===== src/rtl/dar_pkg.sv =====
package dar_pkg;

    typedef enum logic [1:0] {
        RG_INT   = 2'd0,
        RG_EXT   = 2'd1,
        RG_PRIV  = 2'd2,
        RG_OTHER = 2'd3
    } region_e;

    typedef enum logic [1:0] {
        ACT_DENY = 2'd0,
        ACT_DBU  = 2'd1,
        ACT_CPU  = 2'd2
    } action_e;

    typedef struct packed {
        action_e act;
        logic    nsec;
    } verdict_t;

endpackage


===== src/rtl/dar_decode.sv =====
module dar_decode
    import dar_pkg::*;
#(
    parameter int             AW        = 32,
    parameter logic [AW-1:0]  DBU_BASE  = 32'h4100_2000,
    parameter int             DBU_SPAN  = 8192,
    parameter int             INT_SPAN  = 256,
    parameter logic [AW-1:0]  PPB_BASE  = 32'hE000_0000,
    parameter logic [AW-1:0]  PPB_SPAN  = 32'h0010_0000,
    parameter logic [AW-1:0]  IOB_BASE  = 32'h6000_0000,
    parameter logic [AW-1:0]  IOB_SPAN  = 32'h0010_0000,
    localparam int            OFS_W     = $clog2(DBU_SPAN)
) (
    input  logic [AW-1:0]    addr_i,
    output region_e          region_o,
    output logic [OFS_W-1:0] ofs_o
);

    logic [AW-1:0] dbu_diff, ppb_diff, iob_diff;
    logic          in_dbu, in_ppb, in_iob;

    always_comb begin
        dbu_diff = addr_i - DBU_BASE;
        ppb_diff = addr_i - PPB_BASE;
        iob_diff = addr_i - IOB_BASE;
        in_dbu   = (addr_i >= DBU_BASE) && (dbu_diff < AW'(DBU_SPAN));
        in_ppb   = (addr_i >= PPB_BASE) && (ppb_diff < PPB_SPAN);
        in_iob   = (addr_i >= IOB_BASE) && (iob_diff < IOB_SPAN);
        ofs_o    = dbu_diff[OFS_W-1:0];

        if (in_dbu && (dbu_diff < AW'(INT_SPAN))) region_o = RG_INT;
        else if (in_dbu)                         region_o = RG_EXT;
        else if (in_ppb || in_iob)               region_o = RG_PRIV;
        else                                     region_o = RG_OTHER;
    end

endmodule


===== src/rtl/dar_policy.sv =====
module dar_policy
    import dar_pkg::*;
#(
    parameter int  NPORT = 2,
    localparam int PW    = (NPORT > 1) ? $clog2(NPORT) : 1
) (
    input  logic [2*NPORT-1:0] lvl_i,
    input  logic [PW-1:0]      port_i,
    input  region_e            region_i,
    input  logic               port0_en_i,
    output verdict_t           verdict_o
);

    logic [1:0] lvl_a [NPORT];

    for (genvar g = 0; g < NPORT; g++) begin : g_lvl
        assign lvl_a[g] = lvl_i[2*g +: 2];
    end

    logic [1:0] lvl_sel;

    always_comb begin
        lvl_sel = 2'd0;
        for (int i = 0; i < NPORT; i++) begin
            if (int'(port_i) == i) lvl_sel = lvl_a[i];
        end
    end

    always_comb begin
        verdict_o.act  = ACT_DENY;
        verdict_o.nsec = 1'b0;
        if (port_i == '0) begin
            if (port0_en_i) begin
                unique case (lvl_sel)
                    2'd2: verdict_o.act =
                        (region_i == RG_INT || region_i == RG_EXT) ? ACT_DBU : ACT_CPU;
                    2'd1: begin
                        if (region_i == RG_INT) begin
                            verdict_o.act  = ACT_DBU;
                            verdict_o.nsec = 1'b1;
                        end else if (region_i == RG_EXT) begin
                            verdict_o.act = ACT_DBU;
                        end else begin
                            verdict_o.act = ACT_CPU;
                        end
                    end
                    default: begin
                        if (region_i == RG_EXT) verdict_o.act = ACT_DBU;
                    end
                endcase
            end
        end else if (int'(port_i) < NPORT) begin
            if (lvl_sel != 2'd0) verdict_o.act = ACT_CPU;
        end
    end

    // only a level-1 port-0 internal access is marked non-secure
    always_comb begin
        if (verdict_o.nsec) begin
            a_nsec_only_l1_r4 : assert (port_i == '0 && lvl_sel == 2'd1 && region_i == RG_INT);
        end
    end

endmodule


===== src/rtl/dar_attach.sv =====
module dar_attach (
    input  logic       clk_i,
    input  logic       rst_ni,
    input  logic [1:0] lvl0_i,
    input  logic       cold_plug_i,
    input  logic       hot_plug_i,
    output logic       cold_ack_o,
    output logic       hot_ack_o,
    output logic       port0_en_o
);

    typedef struct packed {
        logic port0_en;
        logic cold_ack;
        logic hot_ack;
    } att_t;

    att_t att_d, att_q;

    always_comb begin
        att_d          = att_q;
        att_d.cold_ack = cold_plug_i;
        att_d.hot_ack  = hot_plug_i && (lvl0_i == 2'd1 || lvl0_i == 2'd2);
        if (cold_plug_i) att_d.port0_en = 1'b1;
    end

    always_ff @(posedge clk_i or negedge rst_ni) begin
        if (!rst_ni) att_q <= '0;
        else         att_q <= att_d;
    end

    assign cold_ack_o = att_q.cold_ack;
    assign hot_ack_o  = att_q.hot_ack;
    assign port0_en_o = att_q.port0_en;

    p_hot_gate_r8 : assert property (@(posedge clk_i) disable iff (!rst_ni)
        hot_ack_o |-> $past(lvl0_i == 2'd1 || lvl0_i == 2'd2));

    p_cold_always_r8 : assert property (@(posedge clk_i) disable iff (!rst_ni)
        cold_plug_i |=> cold_ack_o);

    p_unlock_sticky_r7 : assert property (@(posedge clk_i) disable iff (!rst_ni)
        port0_en_o |=> port0_en_o);

endmodule


===== src/rtl/dar_router.sv =====
module dar_router
    import dar_pkg::*;
#(
    parameter int             NPORT     = 2,
    parameter int             AW        = 32,
    parameter int             DW        = 32,
    parameter logic [AW-1:0]  DBU_BASE  = 32'h4100_2000,
    parameter int             DBU_SPAN  = 8192,
    parameter int             INT_SPAN  = 256,
    parameter logic [AW-1:0]  PPB_BASE  = 32'hE000_0000,
    parameter logic [AW-1:0]  PPB_SPAN  = 32'h0010_0000,
    parameter logic [AW-1:0]  IOB_BASE  = 32'h6000_0000,
    parameter logic [AW-1:0]  IOB_SPAN  = 32'h0010_0000,
    parameter int             STAT_OFS  = 0,
    parameter int             PERR_BIT  = 0,
    localparam int            PW        = (NPORT > 1) ? $clog2(NPORT) : 1,
    localparam int            OFS_W     = $clog2(DBU_SPAN)
) (
    input  logic               clk_i,
    input  logic               rst_ni,
    input  logic [2*NPORT-1:0] dbg_level_i,
    input  logic               cold_plug_i,
    input  logic               hot_plug_i,
    output logic               cold_ack_o,
    output logic               hot_ack_o,
    output logic               port0_en_o,
    input  logic               req_valid_i,
    input  logic [PW-1:0]      req_port_i,
    input  logic [AW-1:0]      req_addr_i,
    input  logic               req_write_i,
    input  logic [DW-1:0]      req_wdata_i,
    output logic               rsp_valid_o,
    output logic               rsp_err_o,
    output logic [DW-1:0]      rsp_rdata_o,
    output logic               dbu_sel_o,
    output logic               dbu_write_o,
    output logic [OFS_W-1:0]   dbu_addr_o,
    output logic [DW-1:0]      dbu_wdata_o,
    output logic               dbu_nsec_o,
    input  logic [DW-1:0]      dbu_rdata_i,
    input  logic               dbu_err_i,
    output logic               cpu_sel_o,
    output logic               cpu_write_o,
    output logic [PW-1:0]      cpu_port_o,
    output logic [AW-1:0]      cpu_addr_o,
    output logic [DW-1:0]      cpu_wdata_o,
    input  logic [DW-1:0]      cpu_rdata_i,
    input  logic               cpu_err_i,
    output logic               prot_err_o
);

    region_e          region;
    logic [OFS_W-1:0] ofs;
    verdict_t         verdict;

    dar_decode #(
        .AW(AW), .DBU_BASE(DBU_BASE), .DBU_SPAN(DBU_SPAN), .INT_SPAN(INT_SPAN),
        .PPB_BASE(PPB_BASE), .PPB_SPAN(PPB_SPAN),
        .IOB_BASE(IOB_BASE), .IOB_SPAN(IOB_SPAN)
    ) i_decode (
        .addr_i   (req_addr_i),
        .region_o (region),
        .ofs_o    (ofs)
    );

    dar_policy #(.NPORT(NPORT)) i_policy (
        .lvl_i      (dbg_level_i),
        .port_i     (req_port_i),
        .region_i   (region),
        .port0_en_i (port0_en_o),
        .verdict_o  (verdict)
    );

    dar_attach i_attach (
        .clk_i       (clk_i),
        .rst_ni      (rst_ni),
        .lvl0_i      (dbg_level_i[1:0]),
        .cold_plug_i (cold_plug_i),
        .hot_plug_i  (hot_plug_i),
        .cold_ack_o  (cold_ack_o),
        .hot_ack_o   (hot_ack_o),
        .port0_en_o  (port0_en_o)
    );

    typedef struct packed {
        logic             rsp_valid;
        logic             rsp_err;
        logic [DW-1:0]    rsp_rdata;
        logic             dbu_sel;
        logic             dbu_write;
        logic             dbu_nsec;
        logic [OFS_W-1:0] dbu_addr;
        logic [DW-1:0]    dbu_wdata;
        logic             cpu_sel;
        logic             cpu_write;
        logic [PW-1:0]    cpu_port;
        logic [AW-1:0]    cpu_addr;
        logic [DW-1:0]    cpu_wdata;
        logic             perr;
    } st_t;

    st_t st_d, st_q;

    always_comb begin
        st_d           = st_q;
        st_d.rsp_valid = 1'b0;
        st_d.rsp_err   = 1'b0;
        st_d.rsp_rdata = '0;
        st_d.dbu_sel   = 1'b0;
        st_d.cpu_sel   = 1'b0;

        if (st_q.dbu_sel) begin
            st_d.rsp_valid = 1'b1;
            st_d.rsp_err   = dbu_err_i;
            st_d.rsp_rdata = dbu_rdata_i;
        end else if (st_q.cpu_sel) begin
            st_d.rsp_valid = 1'b1;
            st_d.rsp_err   = cpu_err_i;
            st_d.rsp_rdata = cpu_rdata_i;
        end else if (req_valid_i) begin
            unique case (verdict.act)
                ACT_DBU: begin
                    st_d.dbu_sel   = 1'b1;
                    st_d.dbu_write = req_write_i;
                    st_d.dbu_addr  = ofs;
                    st_d.dbu_wdata = req_wdata_i;
                    st_d.dbu_nsec  = verdict.nsec;
                    if (verdict.nsec) begin
                        st_d.perr = 1'b1;
                    end else if (req_write_i && ofs == OFS_W'(STAT_OFS)
                                 && req_wdata_i[PERR_BIT]) begin
                        st_d.perr = 1'b0;
                    end
                end
                ACT_CPU: begin
                    st_d.cpu_sel   = 1'b1;
                    st_d.cpu_write = req_write_i;
                    st_d.cpu_port  = req_port_i;
                    st_d.cpu_addr  = req_addr_i;
                    st_d.cpu_wdata = req_wdata_i;
                end
                default: begin
                    st_d.rsp_valid = 1'b1;
                    st_d.rsp_err   = 1'b1;
                end
            endcase
        end
    end

    always_ff @(posedge clk_i or negedge rst_ni) begin
        if (!rst_ni) st_q <= '0;
        else         st_q <= st_d;
    end

    assign rsp_valid_o = st_q.rsp_valid;
    assign rsp_err_o   = st_q.rsp_err;
    assign rsp_rdata_o = st_q.rsp_rdata;
    assign dbu_sel_o   = st_q.dbu_sel;
    assign dbu_write_o = st_q.dbu_write;
    assign dbu_addr_o  = st_q.dbu_addr;
    assign dbu_wdata_o = st_q.dbu_wdata;
    assign dbu_nsec_o  = st_q.dbu_nsec;
    assign cpu_sel_o   = st_q.cpu_sel;
    assign cpu_write_o = st_q.cpu_write;
    assign cpu_port_o  = st_q.cpu_port;
    assign cpu_addr_o  = st_q.cpu_addr;
    assign cpu_wdata_o = st_q.cpu_wdata;
    assign prot_err_o  = st_q.perr;

    p_one_target_r1 : assert property (@(posedge clk_i) disable iff (!rst_ni)
        !(dbu_sel_o && cpu_sel_o));

    p_strobe_then_rsp_r1 : assert property (@(posedge clk_i) disable iff (!rst_ni)
        (dbu_sel_o || cpu_sel_o) |=> (rsp_valid_o && !dbu_sel_o && !cpu_sel_o));

    p_deny_zero_r3 : assert property (@(posedge clk_i) disable iff (!rst_ni)
        (rsp_valid_o && !$past(dbu_sel_o || cpu_sel_o)) |-> (rsp_err_o && rsp_rdata_o == '0));

    p_nsec_internal_r4 : assert property (@(posedge clk_i) disable iff (!rst_ni)
        (dbu_sel_o && dbu_nsec_o) |-> (dbu_addr_o < OFS_W'(INT_SPAN) && prot_err_o));

    p_perr_clear_r5 : assert property (@(posedge clk_i) disable iff (!rst_ni)
        $fell(prot_err_o) |-> $past(req_valid_i && req_write_i && req_port_i == '0));

    p_dbu_needs_unlock_r7 : assert property (@(posedge clk_i) disable iff (!rst_ni)
        dbu_sel_o |-> port0_en_o);

endmodule


===== config.mk =====
export PLATFORM = sky130hd
export DESIGN_NAME = dar_router
export DESIGN_NICKNAME = d
export VERILOG_FILES = /design/src/rtl/dar_pkg.sv /design/src/rtl/dar_decode.sv /design/src/rtl/dar_policy.sv /design/src/rtl/dar_attach.sv /design/src/rtl/dar_router.sv
export SDC_FILE = /design/constraint.sdc
export NUM_CORES = 1
export LEC_CHECK = 0
export BUFFER_PORTS_ARGS = -buffer_cell sky130_fd_sc_hd__buf_2
export CORE_ASPECT_RATIO = 1.4
export CORE_MARGIN = 8
export CORE_UTILIZATION = 45
export DETAILED_ROUTE_END_ITERATION = 10
export HOLD_SLACK_MARGIN = 0.1
export MAX_ROUTING_LAYER = met4
export PLACE_DENSITY = 0.84
export SLEW_MARGIN = 10
export SYNTH_ARGS = -nofsm -noshare
export SYNTH_HDL_FRONTEND = slang
export SYNTH_HIERARCHICAL = 1
export SYNTH_SLANG_ARGS = --single-unit

===== constraint.sdc =====
create_clock -name clk_i -period 6.4 [get_ports clk_i]
set_input_delay 1.28 -clock clk_i [delete_from_list [all_inputs] [get_ports clk_i]]
set_output_delay 1.28 -clock clk_i [all_outputs]
set_load 0.05 [all_outputs]

==> metrics.txt, run 1 <==
result of the run finished clean; required time of the critical path approximately 6.7 ns; Worst Hold End cpu_wdata_o[22]$_DFFE_PN0P_; minimum setup slack among reg-to-reg paths approximately 3.8 ns; Tcrit/Tclk final 76.1%; final worst-path setup slack ~1.5 ns; capture point of the worst reg-to-reg path dbu_addr_o[5]$_DFFE_PN0P_; YS warnings 6; pin count of the biggest net entering global routing 80; number of flops mapped to enable cells by yosys 0; synthesized net count just under 600; worst path bufs/invs 3; post-synthesis instance area around 6600 µm²; Top Ports a little under 300; class of the most critical hold timing path reg2reg; cell chain of the critical path buf_2 -> inv_1 -> ha_1 -> nor2b_1 -> a21boi_0 -> a21oi_1 -> o221ai_1 -> a311o_1 -> or2_1 -> or3b_1 -> a211oi_1 -> ha_1 -> nor4bb_4 -> buf_4 -> mux2_2; most frequent cells after synthesis 153 x dfrtp_1, 85 x mux2_2, 32 x a22o_1; FILL cells 1172; area fraction in compound gates after synthesis under 10%; clock-pin slew reported for the worst setup and hold paths after clock tree synthesis 0.06 ns; hold buffers post-CTS 0; count of final hold-check violations 0; Die X-Extent 118 µm; Antenna Nets Post-Route 0; cts bufs inserted 17; placement-stage cell area around 8000 µm²; Initial DRT Pass Iterations 4; arithmetic-cell share of the synthesized area counting full adders, half adders and majority gates 1.91%; Max Clk Rate between 200 and 250 MHz; top-count cell post-synth dfrtp_1; H-tree Lvls 4; detailed-route vias per instance 5.12; peak supply drop 0.000204 V; largest cells by area after synthesis dfrtp_1 58%, mux2_2 15%, mux2_4 6.6%, a22o_1 4.3%, buf_4 2.5%; mux share of post-synthesis cell area a little over a fifth; clock period minus worst slack 4.87 ns; number of cells on the worst reg-to-reg path 6; die height between 150 and 200 µm; transition time at the pin with the least slew margin 0.924 ns; HPWL Detailed about 14000 µm; Cells on Worst Hold Path 1; net count of the finished layout approximately 870; Area Overhead vs Synth 32.7%; count of buffers inserted at the top-level ports 293; sequential element share of the synthesized area roughly 58%; Critical Path End Type flop; leakage power summed over all cells ~4.6 nW; xor and xnor area share after synthesis less than 1%; start-to-end type of the worst setup path in2reg; maximum root-to-sink buffer count 2; data arrival time of the worst path 5.15 ns; Placeable Area 14400 µm²; core occupancy in the finished layout just over 60%; hold path start cpu_wdata_o[22]$_DFFE_PN0P_; drt first-iter violations 180; final total power ~3.2 mW; DP Worst Slack around 1.1 ns; detailed-route DRC error count 0; vias post-DR around 4700; largest area contributor in the synthesized netlist dfrtp_1; fraction of layout instances using a drive strength above 1 between 60% and 70%; average routed wire per standard cell between 15 and 20 µm; number of instances in the synthesized netlist 442; post-synth top area share between 50% and 60%; Die Area approximately 19000 µm²; Critical-path top delay cell buf_4; TritonCTS clock tree yes; count of antenna diodes in the layout 0; top_reg_cell synth dfrtp_1; async set-reset flop share out of synthesis 100%; unrepaired setup endpoints after global routing no; startpoint of the worst register-to-register path i_attach/port0_en_o$_DFFE_PN0P_; routability-driven placement congestion ratio around 0.86; reported max-cap violation count 0; first-pass GRT wire length roughly 28000 µm; PostCTS Resize Cnt 0; Post-Synthesis Mean Instance Area about 15 µm²; Critical Path Source Type primary input; effective utilization at floorplan a little under half; clock latency on the worst-skew pair ~0.40 ns; most common cell type on the critical path ha_1; power density cells around 370 nW/µm²; finished layout cell area about 8700 µm²; simple logic cell fraction of the synthesized area about 5.8%; post-synthesis register bit count 153; root buffer cell clkbuf_16; GRT Util Overall a little under 20%; combinational family with the most area after synthesis multiplexers; initial antenna violation count 0; Critical Path Fanout Max 50; post-synth cell types 54; number of max-slew violations in the final report 0; Clock Skew 0.00823 ns; number of post-CTS setup repair buffers 0; Largest delay share family, worst path simple AND/OR/NAND/NOR gates; vias in the first global route approximately 5300; worst slew margin relative to its limit 38.4%; maximum single-stage delay on the critical path 0.59 ns; number of rows in the core area between 50 and 60; final wirelength 17700 µm; Total Negative Setup Slacks 0 ns; CTS sink cnt about 150; sum of overflow across all layers after global routing 0; setup violation total in the final timing report 0
==> worst max-delay path by stage <==
stage	start	to	slack (ns)	cells after the start
2_1_floorplan	req_addr_i[16]	cpu_addr_o[10]$_DFFE_PN0P_	1.88	15
3_3_place_gp	req_addr_i[13]	dbu_wdata_o[25]$_DFFE_PN0P_	1.22	15
3_5_place_dp	req_addr_i[14]	dbu_addr_o[5]$_DFFE_PN0P_	1.14	15
4_1_cts	req_addr_i[14]	dbu_addr_o[5]$_DFFE_PN0P_	1.56	15
5_1_grt	req_addr_i[14]	dbu_wdata_o[18]$_DFFE_PN0P_	1.19	15
6_report	req_addr_i[14]	dbu_addr_o[5]$_DFFE_PN0P_	1.53	15
==> per-stage QoR <==
step | instances | hold WS, ns
3_5_place_dp | 892 | 0.487
3_3_place_gp | 892 | 0.485
5_1_grt | 923 | 0.513
4_1_cts | 923 | 0.504
2_1_floorplan | 442 | 0.805
6_report | 923 | 0.498
==> cell families after synthesis <==
group | count (synthesis)
mux | 118
compound gates | 53
fa+ha+maj | 10
flops | 153
xor+xnor | 4
buf+inv | 45
simple gates | 59
==> cell usage in the layout, fill, tap and decap left out, types with 3 or more instances in the layout <==
cell / Yosys / final
buf_2: 1 / 292
dfrtp_1: 153 / 153
mux2_2: 85 / 85
a22o_1: 32 / 32
mux2_4: 29 / 29
clkbuf_16: 0 / 17
nor2_1: 10 / 10
ha_1: 10 / 10
inv_1: 9 / 9
nand2_1: 7 / 7
nor4_1: 5 / 5
bufinv_16: 0 / 5
nor3_1: 5 / 5
nand4_1: 5 / 5
nand3_1: 5 / 5
mux2i_1: 4 / 4
buf_4: 22 / 4
a211o_1: 3 / 3
inv_6: 0 / 3
xnor2_1: 3 / 3
a21oi_1: 3 / 3
==> flip-flops by register name, indices dropped and copies added (netlist names) <==
| signal | cells |
|---|---|
| cpu_wdata_o | 32 |
| dbu_write_o | 1 |
| rsp_err_o | 1 |
| i_attach/hot_ack_o | 1 |
| i_attach/cold_ack_o | 1 |
| prot_err_o | 1 |
| dbu_nsec_o | 1 |
| dbu_addr_o | 13 |
| cpu_sel_o | 1 |
| cpu_port_o | 1 |
| dbu_wdata_o | 32 |
| rsp_rdata_o | 32 |
| cpu_write_o | 1 |
| rsp_valid_o | 1 |
| cpu_addr_o | 32 |
| dbu_sel_o | 1 |
| i_attach/port0_en_o | 1 |
==> routing by layer <==
metal	GRT usage [%]	vias up	wire length [µm]	part of all wire, %
met1	20.6	2353	6920	39
met5	-	-	0	0
met2	33.4	197	9480	53
li1	-	2156	-	-
met4	6.78	0	306	1.7
met3	5.32	19	1020	5.8
==> cell type report <==
cell class	count	area [µm²]	area share, %
tap	189	236	2.72
clock inverter	12	213	2.44
timing repair buffer	297	1500	17.3
sequential	153	3830	44.0
clock buffer	19	443	5.09
inverter	9	33.8	0.388
multi-input combinational	244	2450	28.1
==> worst reg2reg max path: cells and delay by family (launching register included) <==
family          cells  cell delay, ns
simple gates        2            0.64
buf+inv             1            0.59
mux                 1            0.43
flops               1            0.38
compound gates      1            0.25
fa+ha+maj           1            0.20
==> where the power goes <==
| part | internal, mW | switching (mW) |
|---|---|---|
| Sequential | 1.10 | 0.0658 |
| Combinational | 0.273 | 0.674 |
| Clock | 0.709 | 0.397 |
| Total | 2.08 | 1.14 |
(Power assumes the default switching activity.)
==> run 2: changes to the inputs <==
- ABC_AREA: not set -> 1
- PLACE_DENSITY: 0.84 -> 0.83
- clock period: 6.4 -> 5.05 ns (I/O delays scaled with it)
==> metrics.txt, run 2 <==
Clock Skew 0.0110 ns; Die Area roughly 20000 µm²; YS warnings 6; most common cell after layout, fill and taps aside nand2_1; number of flops mapped to enable cells by yosys 0; Top Ports 294; Total Negative Setup Slacks 0 ns; Max Clk Rate slightly below 300 MHz; H-tree Lvls 4; Die X-Extent ~120 µm; Worst Hold End dbu_addr_o[11]$_DFFE_PN0P_; vias in the first global route between 6000 and 7000; Post-Synthesis Mean Instance Area 8.17 µm²; setup violation total in the final timing report 0; result of the run finished clean; final wirelength approximately 21000 µm; synthesized net count 993; top_reg_cell synth dfrtp_1; number of instances in the synthesized netlist 842; pin count of the biggest net entering global routing between 100 and 150; routability-driven placement congestion ratio ~0.95; combinational family with the most area after synthesis simple AND/OR/NAND/NOR gates; required time of the critical path approximately 5.4 ns; Tcrit/Tclk final 68.5%; placement-stage cell area around 8400 µm²; TritonCTS clock tree yes; count of antenna diodes in the layout 0; Critical Path Fanout Max 36; net count of the finished layout roughly 1300; initial antenna violation count 0; fraction of layout instances using a drive strength above 1 31.2%; maximum root-to-sink buffer count 2; hold buffers post-CTS 0; post-synth cell types 30; Critical Path Source Type primary input; count of final hold-check violations 0; minimum setup slack among reg-to-reg paths between 3 and 4 ns; reported max-cap violation count 0; effective utilization at floorplan 45.9%; vias post-DR about 6400; average routed wire per standard cell between 15 and 20 µm; startpoint of the worst register-to-register path i_attach/port0_en_o$_DFFE_PN0P_; number of rows in the core area 53; async set-reset flop share out of synthesis 100%; post-synthesis instance area 6880 µm²; top-count cell post-synth nand2_1; commonest cells after routing, fill and taps aside 354 x nand2_1, 292 x buf_2, 153 x dfrtp_1; root buffer cell clkbuf_16; Area Overhead vs Synth 31.6%; capture point of the worst reg-to-reg path dbu_wdata_o[28]$_DFFE_PN0P_; Initial DRT Pass Iterations 5; transition time at the pin with the least slew margin 1.06 ns; hold path start dbu_addr_o[11]$_DFFE_PN0P_; Critical Path End Type flop; unrepaired setup endpoints after global routing no; FILL cells between 1000 and 1500; die height between 150 and 200 µm; mux share of post-synthesis cell area 0%; sum of overflow across all layers after global routing 0; cts bufs inserted 17; CTS sink cnt between 150 and 200; source of the critical timing path req_addr_i[13]; power density cells around 430 nW/µm²; most common cell type on the critical path nand2_1; PostCTS Resize Cnt 0; maximum single-stage delay on the critical path 0.37 ns; simple logic cell fraction of the synthesized area 28.9%; drt first-iter violations 514; cell chain of the critical path buf_2 -> inv_1 -> ha_1 -> nand2_2 -> nor2_2 -> nand2_1 -> nand2_1 -> nand2_1 -> nor2_1 -> nand3_1 -> nor2_2 -> nand3_2 -> nand2_1 -> nand2_1 -> or2_0 -> nand2_1 -> nor2_1 -> ha_1 -> nand2_1 -> inv_1 -> nand2_2 -> buf_4 -> nand2_1 -> o21ai_0; leakage power summed over all cells between 5 and 6 nW; post-synth top area share between 50% and 60%; Placeable Area approximately 15000 µm²; count of buffers inserted at the top-level ports between 200 and 300; peak supply drop ~0.00028 V; class of the most critical hold timing path reg2reg; GRT Util Overall between 20 and 25%; sequential element share of the synthesized area 55.6%; clock-pin slew reported for the worst setup and hold paths after clock tree synthesis ~0.070 ns; Cells on Worst Hold Path 2; xor and xnor area share after synthesis 0.127%; data arrival time of the worst path 3.78 ns; first-pass GRT wire length 32800 µm; start-to-end type of the worst setup path in2reg; HPWL Detailed 16200 µm; finished layout cell area ~9000 µm²; Critical-path top delay cell buf_4; detailed-route vias per instance 4.84; worst slew margin relative to its limit 29.0%; number of cells on the worst reg-to-reg path 12; most frequent cells after synthesis 354 x nand2_1, 153 x dfrtp_1, 71 x inv_1; area fraction in compound gates after synthesis under 10%; detailed-route DRC error count 0; largest cells by area after synthesis dfrtp_1 56%, nand2_1 19%, inv_1 3.9%, nand3_1 3.8%, o21ai_0 3.3%; arithmetic-cell share of the synthesized area counting full adders, half adders and majority gates around 1.8%; Antenna Nets Post-Route 0; post-synthesis register bit count roughly 150; clock period minus worst slack 3.46 ns; number of max-slew violations in the final report 0; clock latency on the worst-skew pair 0.41 ns; largest area contributor in the synthesized netlist dfrtp_1; number of post-CTS setup repair buffers 0
==> run 2: layer usage <==
layer	global-route usage, %	share of wire [%]	routed length [µm]
met4	8.32	2.5	522
met2	37.4	53	11200
met5	-	0	0
met3	4.55	6.4	1370
met1	24.4	39	8210
==> run 2: layout make-up <==
| class | instances | area (µm²) | area share [%] |
|---|---|---|---|
| flip-flops and latches | 153 | 3830 | 42.3 |
| multi-input cells | 566 | 2500 | 27.6 |
| well taps | 192 | 240 | 2.65 |
| repair buffers | 299 | 1540 | 17.0 |
| inverters | 75 | 282 | 3.11 |
| clock buffers | 18 | 439 | 4.85 |
| clock inverters | 14 | 223 | 2.46 |
==> run 2: how the worst max path moves through the flow <==
stage | endpoint | slack, ns | cells after the start
finish | dbu_wdata_o[28]$_DFFE_PN0P_ | 1.59 | 24
global route | dbu_wdata_o[26]$_DFFE_PN0P_ | 1.25 | 24
CTS | dbu_wdata_o[28]$_DFFE_PN0P_ | 1.60 | 24
detailed placement | dbu_wdata_o[28]$_DFFE_PN0P_ | 1.16 | 24
global placement | dbu_wdata_o[0]$_DFFE_PN0P_ | 1.28 | 23
floorplan | cpu_addr_o[21]$_DFFE_PN0P_ | 1.75 | 23
==> run 2: metrics by stage <==
step                power [mW]  util [%]  hold WS (ns)  cells  worst slack (ns)
floorplan                 2.19         -         0.714    842              1.75
global placement          2.49      56.0         0.455   1285              1.28
detailed placement        2.51      56.0         0.459   1285              1.16
CTS                       3.95      60.4         0.476   1317              1.60
global route              4.07      60.4         0.494   1317              1.25
finish                    3.91      60.4         0.474   1317              1.59
==> run 2: worst max-delay path, delay by kind of cell <==
family | cells | cell delay, ns
compound gates | 1 | 0.10
buf+inv | 4 | 0.65
simple gates | 17 | 1.57
fa+ha+maj | 2 | 0.44
==> run 2: cells by family (layout without fill, tap and decap cells) <==
| kind of cell | after synthesis | after routing |
|---|---|---|
| xor gates and xnor gates | 1 | 1 |
| DFF | 153 | 153 |
| buffers and inverters | 123 | 406 |
| and+or+nand+nor | 479 | 479 |
| adders and majority gates | 10 | 10 |
| AOI/OAI and AO/OA | 76 | 76 |
==> run 2: where the power goes <==
group / switching [mW] / internal, mW / total, mW
clock network: 0.552 / 0.868 / 1.42
logic: 0.812 / 0.228 / 1.04
registers: 0.0735 / 1.37 / 1.45
==> run 3: changes to the inputs <==
- clock period: 5.05 -> 3.2 ns (I/O delays scaled with it)
==> metrics.txt, run 3 (synthesized netlist as in run 2, its figures left out) <==
Largest delay share family, worst path simple AND/OR/NAND/NOR gates; peak supply drop 0.000369 V; number of post-CTS setup repair buffers 0; vias post-DR between 6000 and 7000; detailed-route vias per instance 4.86; Initial DRT Pass Iterations 5; start-to-end type of the worst setup path in2reg; count of final hold-check violations 0; root buffer cell clkbuf_16; switching power share of the total 38.2%; final instance count without filler cells 1334; FILL cells roughly 1400; setup violation total in the final timing report 0; pin count of the biggest net entering global routing 53; Critical Path Fanout Max 45; count of antenna diodes in the layout 0; worst path bufs/invs 4; final wirelength 21400 µm; fraction of layout instances using a drive strength above 1 32.3%; leakage power summed over all cells 5.44 nW; sequential share of power 38.6%; detailed-route DRC error count 0; TritonCTS clock tree yes; final total power slightly below 6 mW; initial antenna violation count 0; power density cells ~650 nW/µm²; Die Area 19600 µm²; commonest cells after routing, fill and taps aside 354 x nand2_1, 292 x buf_2, 153 x dfrtp_1; Max Clk Rate between 300 and 400 MHz; Top Ports ~300; effective utilization at floorplan a little under half; Int Power ~3.7 mW; sum of overflow across all layers after global routing 0; net count of the finished layout ~1300; DP Worst Slack -0.112 ns; Clock Skew between 0.008 and 0.009 ns; most common cell after layout, fill and taps aside nand2_1; Antenna Nets Post-Route 0; Placed Cells incl. Taps roughly 1300; proportion of power drawn by the clock network around a third; drt first-iter violations between 600 and 700; required time of the critical path approximately 3.5 ns; worst slew margin relative to its limit between 50 and 60%; transition time at the pin with the least slew margin about 0.61 ns; data arrival time of the worst path between 3 and 4 ns; hold buffers post-CTS 0; cts bufs inserted 17; average routed wire per standard cell between 15 and 20 µm; number of max-slew violations in the final report 0; GRT Util Overall 22.1%; clock-pin slew reported for the worst setup and hold paths after clock tree synthesis 0.06 ns; Total Negative Setup Slacks 0 ns; routability-driven placement congestion ratio roughly 0.97; Die X-Extent approximately 120 µm; Critical Path End Type flop; die height between 150 and 200 µm; HPWL Detailed 16700 µm; reported max-cap violation count 0; maximum root-to-sink buffer count 2; most common cell type on the critical path nand2_1; result of the run finished clean; cell chain of the critical path buf_2 -> inv_1 -> ha_2 -> nand2_2 -> nor2_2 -> nand2_1 -> nand2_1 -> nand2_1 -> nand2_1 -> nand3_1 -> nor2_2 -> nand3_2 -> nand2_1 -> nand2_1 -> or2_0 -> nand2_1 -> nor2_1 -> inv_1 -> ha_1 -> nand3_4 -> buf_12 -> o21ai_0; Tcrit/Tclk final between 80 and 90%; final worst-path setup slack around 0.35 ns; PostCTS Resize Cnt 0; switching power of the nets ~2.3 mW; power share of the combinational group between 20% and 30%; first-pass GRT wire length between 30000 and 40000 µm; class of the most critical hold timing path in2async; Critical-path top delay cell ha_2; Critical Path Source Type primary input; count of buffers inserted at the top-level ports roughly 290; Placeable Area 15000 µm²; unrepaired setup endpoints after global routing no; Area Overhead vs Synth 33.0%; vias in the first global route 6550; H-tree Lvls 4; clock latency on the worst-skew pair roughly 0.41 ns; number of rows in the core area 53; CTS sink cnt about 150; maximum single-stage delay on the critical path between 0.2 and 0.25 ns; clock period minus worst slack around 2.9 ns
[run 3: changes by cell type in the layout (fill, tap and decap cells not counted), sizes merged]
cell,before,now
inv,84,83
buf,299,316
clkinv,1,4
clkinvlp,0,1
bufinv,4,1
[run 3: layer usage]
| layer | wire, µm | up-vias | part of all wire (%) | global-route usage, % |
|---|---|---|---|---|
| li1 | - | 3163 | - | - |
| met1 | 8220 | 3039 | 38 | 25.1 |
| met2 | 11300 | 237 | 53 | 37.3 |
| met3 | 1330 | 39 | 6.2 | 4.45 |
| met4 | 586 | 0 | 2.7 | 9.12 |
| met5 | 0 | - | 0 | - |
[run 3: power by group through the flow]
stage	registers [mW]	clock network [mW]	logic, mW
finish	2.29	1.99	1.66
global placement	2.32	0	1.64
CTS	2.29	2.04	1.68
detailed placement	2.32	0	1.67
floorplan	3.14	0	0.320
global route	2.32	2.12	1.77
[run 3: cell type report]
cell class | count | area (µm²) | share of cell area (%)
timing repair buffer | 316 | 1710 | 18.7
sequential | 153 | 3830 | 41.8
clock inverter | 14 | 151 | 1.65
tap | 192 | 240 | 2.63
inverter | 75 | 282 | 3.08
multi-input combinational | 566 | 2500 | 27.3
clock buffer | 18 | 439 | 4.80
[run 3: worst paths after layout]
path / start / endpoint / slack, ns / cells after the start
worst max-delay path: req_addr_i[14] / cpu_wdata_o[27]$_DFFE_PN0P_ / 0.35 / 22
worst min-delay path: rst_ni / cpu_addr_o[25]$_DFFE_PN0P_ / 0.17 / 1
worst max register to register: i_attach/port0_en_o$_DFFE_PN0P_ / dbu_wdata_o[8]$_DFFE_PN0P_ / 1.53 / 12
worst min register to register: cpu_addr_o[17]$_DFFE_PN0P_ / cpu_addr_o[17]$_DFFE_PN0P_ / 0.47 / 2
max in group asynchronous: rst_ni / cpu_wdata_o[1]$_DFFE_PN0P_ / 2.25 / 2
min in group clk_i: cold_plug_i / i_attach/cold_ack_o$_DFF_PN0_ / 0.36 / 1
[run 3: stage by stage]
stage / utilization (%) / hold WS [ns] / cell area (µm²)
floorplan: - / 0.344 / 6880
global placement: 57.1 / 0.456 / 8560
detailed placement: 57.1 / 0.460 / 8560
CTS: 61.0 / 0.178 / 9150
global route: 61.1 / 0.193 / 9150
finish: 61.1 / 0.167 / 9150
